### config.mk
export PLATFORM = sky130hd
export DESIGN_NAME = cq_shadow_tracker
export DESIGN_NICKNAME = d
export VERILOG_FILES = /design/src/rtl/cqs_pkg.sv /design/src/rtl/cqs_mirror_fifo.sv /design/src/rtl/cqs_esc_assembler.sv /design/src/rtl/cq_shadow_tracker.sv
export SDC_FILE = /design/constraint.sdc
export NUM_CORES = 1
export LEC_CHECK = 0
export ABC_AREA = 1
export ABC_CLOCK_PERIOD_IN_PS = 4300
export BUFFER_PORTS_ARGS = -buffer_cell sky130_fd_sc_hd__clkbuf_2
export CAP_MARGIN = 5
export CORE_MARGIN = 1.5
export CORE_UTILIZATION = 30
export CTS_BUF_LIST = sky130_fd_sc_hd__clkbuf_2
export DETAILED_ROUTE_END_ITERATION = 7
export HOLD_SLACK_MARGIN = 0.06
export PLACE_DENSITY = 0.5
export SYNTH_ARGS = -nofsm -noshare
export SYNTH_HDL_FRONTEND = slang
export SYNTH_SLANG_ARGS = --single-unit
### constraint.sdc
create_clock -name clk -period 4.3 [get_ports clk]
set_input_delay 0.43 -clock clk [delete_from_list [all_inputs] [get_ports clk]]
set_output_delay 0.43 -clock clk [all_outputs]
set_load 0.01 [all_outputs]
### src/rtl/cqs_pkg.sv
// Package: shared encodings for the coprocessor queue tracker.
// Assumes the host queue-status code is presented on two pins each cycle.
package cqs_pkg;

    typedef enum logic [1:0] {
        QS_NONE  = 2'b00,
        QS_FIRST = 2'b01,
        QS_FLUSH = 2'b10,
        QS_NEXT  = 2'b11
    } qstat_e;

    localparam logic [4:0] ESC_PREFIX = 5'b11011;

    // Escape-class test on an opcode byte
    function automatic logic is_escape(input logic [7:0] b);
        return b[7:3] == ESC_PREFIX;
    endfunction

endpackage

### src/rtl/cqs_mirror_fifo.sv
// Mirror queue: a shift-style byte queue whose usable depth depends on the host type.
// Assumes at most two pushes and one pop per cycle. A push that does not fit is
// refused whole and reported on `overflow`. A flush wins over both push and pop.
module cqs_mirror_fifo #(
    parameter int DEPTH_WIDE   = 6,
    parameter int DEPTH_NARROW = 4,
    parameter int W            = 8
) (
    input  logic         clk,
    input  logic         rst_n,
    input  logic         wide,
    input  logic         flush,
    input  logic         pop_req,
    input  logic [1:0]   push_n,
    input  logic [W-1:0] push_b0,
    input  logic [W-1:0] push_b1,
    output logic [W-1:0] head,
    output logic         pop_ok,
    output logic         overflow
);
    localparam int DMAX = (DEPTH_WIDE > DEPTH_NARROW) ? DEPTH_WIDE : DEPTH_NARROW;
    localparam int CW   = $clog2(DMAX + 1);
    localparam logic [CW:0] D_WIDE   = (CW+1)'(DEPTH_WIDE);
    localparam logic [CW:0] D_NARROW = (CW+1)'(DEPTH_NARROW);

    logic [CW-1:0] count;
    logic [CW-1:0] cnt_after;
    logic [CW-1:0] wr1;
    logic [CW:0]   depth_act;
    logic [CW:0]   need;
    logic          do_push;
    logic [W-1:0]  mem [DMAX];

    // Room check against the depth for the sampled host type
    always_comb begin
        depth_act = wide ? D_WIDE : D_NARROW;
        pop_ok    = pop_req && (count != '0) && !flush;
        cnt_after = count - CW'(pop_ok);
        wr1       = CW'(cnt_after + CW'(1));
        need      = {1'b0, cnt_after} + (CW+1)'(push_n);
        do_push   = !flush && (push_n != 2'd0) && (need <= depth_act);
        overflow  = !flush && (push_n != 2'd0) && (need > depth_act);
    end

    assign head = mem[0];

    // One register per entry: shift on pop, then write the pushed bytes at the tail
    for (genvar i = 0; i < DMAX; i++) begin : g_ent
        logic [W-1:0] q;
        logic [W-1:0] shifted;
        logic [W-1:0] nxt;
        if (i == DMAX - 1) begin : g_last
            assign shifted = pop_ok ? '0 : q;
        end else begin : g_mid
            assign shifted = pop_ok ? mem[i+1] : q;
        end
        // Entry next-value selection
        always_comb begin
            nxt = shifted;
            if (do_push && cnt_after == CW'(i))
                nxt = push_b0;
            else if (do_push && push_n == 2'd2 && wr1 == CW'(i))
                nxt = push_b1;
        end
        // Entry storage, cleared by reset or flush
        always_ff @(posedge clk) begin
            if (!rst_n || flush) q <= '0;
            else                 q <= nxt;
        end
        assign mem[i] = q;
    end

    // Fill-level counter
    always_ff @(posedge clk) begin
        if (!rst_n || flush) count <= '0;
        else if (do_push)    count <= cnt_after + CW'(push_n);
        else                 count <= cnt_after;
    end

    p_count_bound_r3: assert property (@(posedge clk) disable iff (!rst_n)
        {1'b0, count} <= depth_act);
    p_flush_clears_r7: assert property (@(posedge clk) disable iff (!rst_n)
        flush |=> count == '0);
    p_overflow_no_change_r3: assert property (@(posedge clk) disable iff (!rst_n)
        (overflow && !pop_req) |=> $stable(count));

endmodule

### src/rtl/cqs_esc_assembler.sv
// Escape assembler: watches bytes leaving the mirror, holds an escape-class first
// byte and strobes it together with the following byte once that byte is taken.
// Assumes `take_ok` is qualified (the queue was not empty, and there was no flush).
module cqs_esc_assembler (
    input  logic       clk,
    input  logic       rst_n,
    input  logic       flush,
    input  logic       take_ok,
    input  logic       take_first,
    input  logic [7:0] take_byte,
    output logic       esc_valid,
    output logic [7:0] esc_opcode,
    output logic [7:0] esc_modrm
);
    import cqs_pkg::*;

    logic       pending;
    logic [7:0] held_op;

    // Pending-opcode tracking and one-cycle dispatch strobe
    always_ff @(posedge clk) begin
        if (!rst_n) begin
            pending    <= 1'b0;
            held_op    <= '0;
            esc_valid  <= 1'b0;
            esc_opcode <= '0;
            esc_modrm  <= '0;
        end else begin
            esc_valid <= 1'b0;
            if (flush) begin
                pending <= 1'b0;
            end else if (take_ok && take_first) begin
                pending <= is_escape(take_byte);
                held_op <= take_byte;
            end else if (take_ok && pending) begin
                esc_valid  <= 1'b1;
                esc_opcode <= held_op;
                esc_modrm  <= take_byte;
                pending    <= 1'b0;
            end
        end
    end

    p_strobe_single_r8: assert property (@(posedge clk) disable iff (!rst_n)
        esc_valid |=> !esc_valid);
    p_strobe_is_escape_r8: assert property (@(posedge clk) disable iff (!rst_n)
        esc_valid |-> esc_opcode[7:3] == ESC_PREFIX);

endmodule

### src/rtl/cq_shadow_tracker.sv
// Top: coprocessor instruction queue tracker. Latches the host bus width during
// reset, turns host code fetches into pushes, decodes the queue-status pins into
// takes and flushes, and reports the assembled escape instruction.
// Assumes bus status is decoded externally into a one-cycle `code_fetch`.
module cq_shadow_tracker #(
    parameter int DEPTH_WIDE   = 6,
    parameter int DEPTH_NARROW = 4
) (
    input  logic        clk,
    input  logic        rst_n,
    input  logic        host_8bit,
    input  logic        code_fetch,
    input  logic        fetch_odd,
    input  logic [15:0] data_bus,
    input  logic [1:0]  qstat,
    output logic        esc_valid,
    output logic [7:0]  esc_opcode,
    output logic [7:0]  esc_modrm,
    output logic        ovf_err
);
    import cqs_pkg::*;

    logic       wide_q;
    logic       flush;
    logic       take_req;
    logic       take_first;
    logic [1:0] push_n;
    logic [7:0] push_b0;
    logic [7:0] push_b1;
    logic [7:0] head;
    logic       pop_ok;
    logic       overflow;

    // Host width is captured only while reset is held
    always_ff @(posedge clk) begin
        if (!rst_n) wide_q <= ~host_8bit;
    end

    // Queue-status decode
    always_comb begin
        flush      = qstat == QS_FLUSH;
        take_first = qstat == QS_FIRST;
        take_req   = (qstat == QS_FIRST) || (qstat == QS_NEXT);
    end

    // Byte-lane selection for a code fetch
    always_comb begin
        push_n  = 2'd0;
        push_b0 = data_bus[7:0];
        push_b1 = data_bus[15:8];
        if (code_fetch) begin
            if (!wide_q) begin
                push_n = 2'd1;
            end else if (fetch_odd) begin
                push_n  = 2'd1;
                push_b0 = data_bus[15:8];
            end else begin
                push_n = 2'd2;
            end
        end
    end

    cqs_mirror_fifo #(
        .DEPTH_WIDE   (DEPTH_WIDE),
        .DEPTH_NARROW (DEPTH_NARROW),
        .W            (8)
    ) fifo_i (
        .clk      (clk),
        .rst_n    (rst_n),
        .wide     (wide_q),
        .flush    (flush),
        .pop_req  (take_req),
        .push_n   (push_n),
        .push_b0  (push_b0),
        .push_b1  (push_b1),
        .head     (head),
        .pop_ok   (pop_ok),
        .overflow (overflow)
    );

    cqs_esc_assembler asm_i (
        .clk        (clk),
        .rst_n      (rst_n),
        .flush      (flush),
        .take_ok    (pop_ok),
        .take_first (take_first),
        .take_byte  (head),
        .esc_valid  (esc_valid),
        .esc_opcode (esc_opcode),
        .esc_modrm  (esc_modrm)
    );

    // Sticky overflow flag
    always_ff @(posedge clk) begin
        if (!rst_n)        ovf_err <= 1'b0;
        else if (overflow) ovf_err <= 1'b1;
    end

    p_width_locked_r2: assert property (@(posedge clk) disable iff (!rst_n)
        $stable(wide_q));
    p_err_sticky_r3: assert property (@(posedge clk) disable iff (!rst_n)
        ovf_err |=> ovf_err);
    p_strobe_after_next_r6: assert property (@(posedge clk) disable iff (!rst_n)
        esc_valid |-> $past(qstat) == 2'b11);

endmodule

# Word-level counts from Yosys, hierarchy flattened
# Cells that the tools add are included.
# Widths: inputs -> output; s select.
# word_totals
ff_bits	79
in_bits	23
output_inout_bits	18
word_cells	107
# classes
addsub	4
order_cmp	2
n_eq_ne	15
mux	29
bitwise_logic	4
reduce_logical	39
# op_table
cell	count
$mux 8	21
$reduce_bool 3->1	7
$logic_and 1x1->1	20
$eq 3x2->1 const B	4
$eq 3x3->1 const B	4
$mux 2	4
$eq 2x2->1 const B	3
$eq 3x1->1 const B	2
$logic_not 3->1	2
$eq 5x5->1 const B	1
$add 3x2->4	1
$gt 4x4->1	1
$le 4x4->1	1
$not 1->1	4
$reduce_bool 2->1	2
$add 3x1->3 const B	1
$add 3x2->3	1
$mux 1	3
$mux 3	1
$reduce_and 3->1	1
$reduce_or 3->1	1
$sub 3x1->3	1
$eq 2x1->1 const B	1
$logic_not 1->1	2
3 further kinds	4

# Logic depth before layout (Yosys ltp)
# depth
word_depth	12
mapped_depth	21
depth_no_buf	19

# Hierarchy
# Synthesis repeated with hierarchy kept, for this count alone.
# hier_totals
hier_cells	686
area_unflattened_um2	4570.6
# modules_own_cells
module	instances	cells_each	area_per_inst_um2	seq_area_each_um2
cqs_mirror_fifo	1	503	3185.6	1021.0
cqs_esc_assembler	1	139	1114.8	520.5
cq_shadow_tracker	1	44	270.3	50.0

# Worst setup path before layout
# No wires, ideal clock.
# synth_timing
path_kind	register -> register
from	reg fifo_i.count[2]
to	reg fifo_i.g_ent[0].q[0] (netlist: fifo_i.head[0])
setup_ps	110
arrival_time_ps	3659
required_time_ps	4190
setup_slack_ps	532
path_stages_with_launch	20
path_buffers	1
synth_period_minus_slack_ps	3768
cell_sequence	dfxtp_1 > o31ai_1 > inv_1 > buf_2 > ha_1 > ha_1 > inv_1 > fa_1 > inv_1 > ha_1 > a21oi_1 > nand3_2 > nand4_4 > nor2_1 > nor2_1 > nor2_2 > nand2_1 > nand3_1 > nand2_1 > inv_1
# synth_between
elab_chain_cells	11
elab_cells_between_ends	16
classes_between	3 x add/sub; 1 x order compare; 2 x mux; 10 x reduce/logical
# synth_lines
item	line	source
start, declared	cqs_mirror_fifo.sv:26	logic [CW-1:0] count;
start signal, assigned	cqs_mirror_fifo.sv:76	else if (do_push) count <= cnt_after + CW'(push_n);
start signal, assigned	cqs_mirror_fifo.sv:77	else count <= cnt_after;
$reduce_bool 3->1	cqs_mirror_fifo.sv:37	pop_ok = pop_req && (count != '0) && !flush;
$logic_and 1x1->1 (2 in a row)	cqs_mirror_fifo.sv:37	
$sub 3x1->3	cqs_mirror_fifo.sv:38	cnt_after = count - CW'(pop_ok);
$add 3x2->4	cqs_mirror_fifo.sv:40	need = {1'b0, cnt_after} + (CW+1)'(push_n);
$le 4x4->1	cqs_mirror_fifo.sv:41	do_push = !flush && (push_n != 2'd0) && (need <= depth_act);
$logic_and 1x1->1	cqs_mirror_fifo.sv:41	
$logic_and 1x1->1 (2 in a row)	cqs_mirror_fifo.sv:62	else if (do_push && push_n == 2'd2 && wr1 == CW'(i))
$mux 8	cqs_mirror_fifo.sv:62	
$mux 8	cqs_mirror_fifo.sv:60	if (do_push && cnt_after == CW'(i))
end signal, assigned	cqs_mirror_fifo.sv:68	else q <= nxt;
end, declared	cqs_mirror_fifo.sv:49	logic [W-1:0] q;
# Several ways; a longest one is shown, not always the timed one.
# A chain may end at the register's enable or synchronous reset.

# Worst setup path after layout
# layout_timing
from	reg fifo_i.count[2]
to	reg fifo_i.g_ent[3].q[4]
# layout_between
elab_chain_cells	11
elab_cells_between_ends	16
classes_between	3 x add/sub; 1 x order compare; 2 x eq/ne; 2 x mux; 8 x reduce/logical
# layout_lines
item	line
$reduce_bool 3->1	cqs_mirror_fifo.sv:37
$logic_and 1x1->1 (2 in a row)	cqs_mirror_fifo.sv:37
$sub 3x1->3	cqs_mirror_fifo.sv:38
$add 3x2->4	cqs_mirror_fifo.sv:40
$le 4x4->1	cqs_mirror_fifo.sv:41
$logic_and 1x1->1	cqs_mirror_fifo.sv:41
$logic_and 1x1->1 (2 in a row)	cqs_mirror_fifo.sv:62
$mux 8	cqs_mirror_fifo.sv:62
$mux 8	cqs_mirror_fifo.sv:60
end signal, assigned	cqs_mirror_fifo.sv:68
end, declared	cqs_mirror_fifo.sv:49
# Several ways; a longest one is shown, not always the timed one.

==> implementation parameters <==
Parameter                              Value

Route
  Via count ... 4,413
  Initial DRC count ... 250
  Total Routed Length ... 12,850 um
  Wire per inst ... 13.70 um
  First-pass DRT Iterations ... 5
  Detailed-route vias per instance ... 4.705
  DRC Markers ... 0
  Remaining antenna violation count ... 0

Critical path
  Sort of element at the start of the critical path ... flip-flop
  Endpoint arrival time on the critical path ... 4.42 ns
  Critical Setup Path Class ... flip-flop to flip-flop
  Critical Path, Cell by Cell ... o31ai_1 -> inv_1 -> ha_1 -> ha_1 -> inv_1 -> fa_1 -> inv_1 -> ha_1 -> a21oi_1 -> nand3_2 -> nand3_4 -> nor2_1 -> buf_4 -> inv_2 -> o21ai_0 -> nor2_1 -> nor2_1 -> nor2_1
  Cell count of the worst reg-to-reg path ... 18
  Slowest cell delay on critical path ... 0.53 ns
  CP dominant cell by count ... nor2_1
  Crit. path cell count ... 18
  Crit path buffers/inverters ... 5
  Cell family with most CP delay ... adder cells
  Largest fanout on the critical path ... 12
  Kind of capture point of the worst setup path ... flip-flop
  Setup slack, reg-to-reg ... 0.41 ns
  Endpoint required time on the critical path ... 4.84 ns
  Library cell contributing the largest single delay on the critical path ... fa_1

Synthesis
  Register area share after synthesis ... 0.3611
  Dominant cell by count in the synthesized netlist ... nand2_1
  Cell taking the most area after synthesis ... dfxtp_1
  Synth Area per Inst ... 6.226 um^2
  Share of the synthesized area in the top cell type ... 0.3542
  Netlist area before placement ... 4408 um^2
  Share of flip-flops with an asynchronous set or reset ... 0
  Yosys Warn Count ... 0
  Count of cell types in the netlist ... 28
  Most area-consuming cells after synthesis ... dfxtp_1 (35%), nand2_1 (18%), nor2_1 (9.5%)
  Yosys reg bits ... 79
  Synth top cells by count ... nand2_1 (210), nor2_1 (111), inv_1 (89)
  Post-Syn Nets ... 738
  Number of standard cells after synthesis ... 708
  Post-synth top flop ... dfxtp_1
  Post-synth EDFFs ... 1

Placed design
  # port buffers ... 40
  DP Cell Count ... 920
  Half-perimeter wire length after placement ... 9593 um
  Final Wtd Congestion ... 0.8464

Final layout
  Share of final-layout standard cells stronger than drive strength 1 ... 0.1208
  Area grow syn2layout ... 12.86%
  Count of nets after finishing ... 778
  Non-filler instance count after layout ... 938

Power
  Clock network fraction of design power ... 0.242
  Worst ir drop on vdd ... 0.1498 mV
  Leakage power ... 2.361 nW
  Power Internal ... 1.296 mW
  Total net switching power ... 926.5 uW
  Switching part of the total ... 0.4170
  Sequential Power Share ... 0.377
  Power share of the combinational group ... 0.381
  Pwr per Cell Area ... 446.7 nW/um^2

Floorplanning
  Placeable Area ... 14,420 um^2
  Die Outline Area ... 15,430 um^2
  Cell Rows ... 44
  Chip height ... 124.2 um
  Initial Utilization ... 0.3056
  Width of the chip ... 124.2 um
  Number of primary I/O pins ... 41

Clocking
  Clock Tree Root ... clkbuf_2
  Clock slew at reported path FFs ... 0.23 ns
  Largest buffer count on any clock path ... 2
  Setup Fix Bufs, Post-CTS ... 0
  CTS buffer count ... 9
  Number of H-tree levels ... 3
  Insertion delay of the later-clocked pin in the worst-skew pair ... 0.62 ns
  TritonCTS clock tree ... done
  Number of clock sinks ... 79

Hold path
  Hold path cells ... 3
  Type of the most critical hold path ... input pin to flip-flop

STA
  Final setup violation count ... 0
  Tightest Pin Transition ... 1.170 ns
  Number of max-slew violations in the final report ... 0
  Setup repair after global routing missed its margin ... no
  Worst Clk Skew ... 0.05175 ns
  Sum of negative setup slack ... 0 ns
  Final period demand of the worst path ... 3.886 ns
  Worst max-slew margin expressed relative to the limit ... 0.2194
  Hold Vio Cnt, Final ... 0
  Max Freq ... 257.3 MHz
  Final cycle utilization of the critical path ... 0.9037

Global routing
  Antenna violations before repair ... 1
  Wire length of the first global-routing pass ... 21,180 um
  M2 GR Usage ... 0.2822
  Global routing usage summed across all routing layers ... 0.1700
  Peak-usage layer in the global routing report ... met2
  Remaining global-route overflow ... 0
  Via count of the first global-routing pass ... 4,268
  Met1 capacity usage during global routing ... 0.2136
  Maximum number of pins on one net before global-route repair ... 34
  GR Layer Usage met3 ... 0.04138

Outcome
  Outcome ... completed

Run
  Max Cap Viol ... 0
-- registers in the layout (all words and copies together) (netlist names) --
| signal | count |
|---|---|
| asm_i.esc_opcode | 8 |
| ovf_err | 1 |
| asm_i.esc_valid | 1 |
| fifo_i.count | 3 |
| wide_q | 1 |
| asm_i.pending | 1 |
| asm_i.held_op | 8 |
| asm_i.esc_modrm | 8 |
| fifo_i.g_ent.q | 40 |
| fifo_i.head | 8 |
-- layout by cell type, fill, tap and decap left out, drive strengths merged --
| cell | netlist | final |
|---|---|---|
| nand3 | 68 | 68 |
| nand3b | 1 | 1 |
| nand4 | 1 | 1 |
| o31ai | 1 | 1 |
| clkbuf | 11 | 50 |
| dfxtp | 78 | 78 |
| inv | 95 | 95 |
| dlygate4sd3 | 0 | 1 |
| o21ai | 59 | 59 |
| nor2 | 121 | 121 |
| edfxtp | 1 | 1 |
| clkinv | 0 | 1 |
| nand2 | 211 | 211 |
| ha | 6 | 6 |
| a21oi | 39 | 39 |
| fa | 1 | 1 |
| clkinvlp | 0 | 2 |
| diode | 0 | 1 |
| bufinv | 0 | 3 |
| nor3 | 7 | 7 |
| buf | 8 | 7 |
-- worst reg2reg max path: stages (launching register included) --
cell and delay (ns):
dfxtp_1 0.39, o31ai_1 0.30, inv_1 0.10, ha_1 0.19
ha_1 0.34, inv_1 0.10, fa_1 0.53, inv_1 0.05
ha_1 0.27, a21oi_1 0.19, nand3_2 0.17, nand3_4 0.22
nor2_1 0.07, buf_4 0.18, inv_2 0.17, o21ai_0 0.23
nor2_1 0.18, nor2_1 0.06, nor2_1 0.07
-- cell families after synthesis --
logic type                 after synthesis  synth area share
buffers and inverters                  114            0.1008
DFF                                     79            0.3611
adders and majority gates                7           0.02157
AOI/OAI and AO/OA                       99            0.1172
and+or+nand+nor                        409            0.3994
-- per-layer routing --
metal  vias to the layer above  part of all wire
met5                         -                 0
met3                        18             0.042
met4                         0             0.024
met2                       108              0.47
met1                      2002              0.46
li1                       2285                 -
-- path summary, 6_finish.rpt --
kind / end / startpoint
min reg2reg: asm_i.esc_opcode[5]$_SDFFE_PN0P_ / asm_i.esc_opcode[5]$_SDFFE_PN0P_
min: fifo_i.g_ent[5].q[6]$_SDFFE_PP0P_ / data_bus[14]
max reg2reg: fifo_i.g_ent[3].q[4]$_SDFFE_PP0P_ / fifo_i.count[2]$_SDFF_PP0_
max: fifo_i.g_ent[3].q[4]$_SDFFE_PP0P_ / fifo_i.count[2]$_SDFF_PP0_
-- power groups by stage --
| stage | Clock, mW | Combinational [mW] | Sequential, mW |
|---|---|---|---|
| floorplan | 0 | 0.644 | 0.838 |
| global placement | 0 | 0.831 | 0.853 |
| detailed placement | 0 | 0.839 | 0.852 |
| CTS | 0.557 | 0.846 | 0.838 |
| global route | 0.581 | 0.957 | 0.847 |
| finish | 0.538 | 0.847 | 0.837 |
-- timing repair --
item	4_1_cts	5_1_grt
setup endpoints to repair	0	0
resized for setup	0	0
hold buffers	1	0
hold endpoints to repair	1	0
-- final cells by class --
cell class,instances,area [um^2]
Fill cell,1618,9449
Sequential cell,79,1592
Tap cell,184,230.2
Clock inverter,6,108.9
Antenna cell,1,2.502
Inverter,95,356.6
Multi-Input combinational cell,515,2372
Clock buffer,10,50.05
Timing Repair Buffer,48,262.8
-- per-stage QoR --
| step | cell area (um^2) | hold slack [ns] | power (mW) | setup slack, ns | util |
|---|---|---|---|---|---|
| after floorplan | 4408 | 0.4361 | 1.483 | 0.5315 | - |
| after global placement | 4803 | 0.4310 | 1.684 | 0.5647 | 0.3330 |
| after detailed placement | 4803 | 0.4385 | 1.691 | 0.4488 | 0.3330 |
| after CTS | 4972 | 0.1713 | 2.241 | 0.4011 | 0.3447 |
| after global routing | 4975 | 0.1940 | 2.384 | 0.08895 | 0.3449 |
| final | 4975 | 0.2037 | 2.222 | 0.4142 | 0.3449 |
Power figures use the tool's default switching activity.
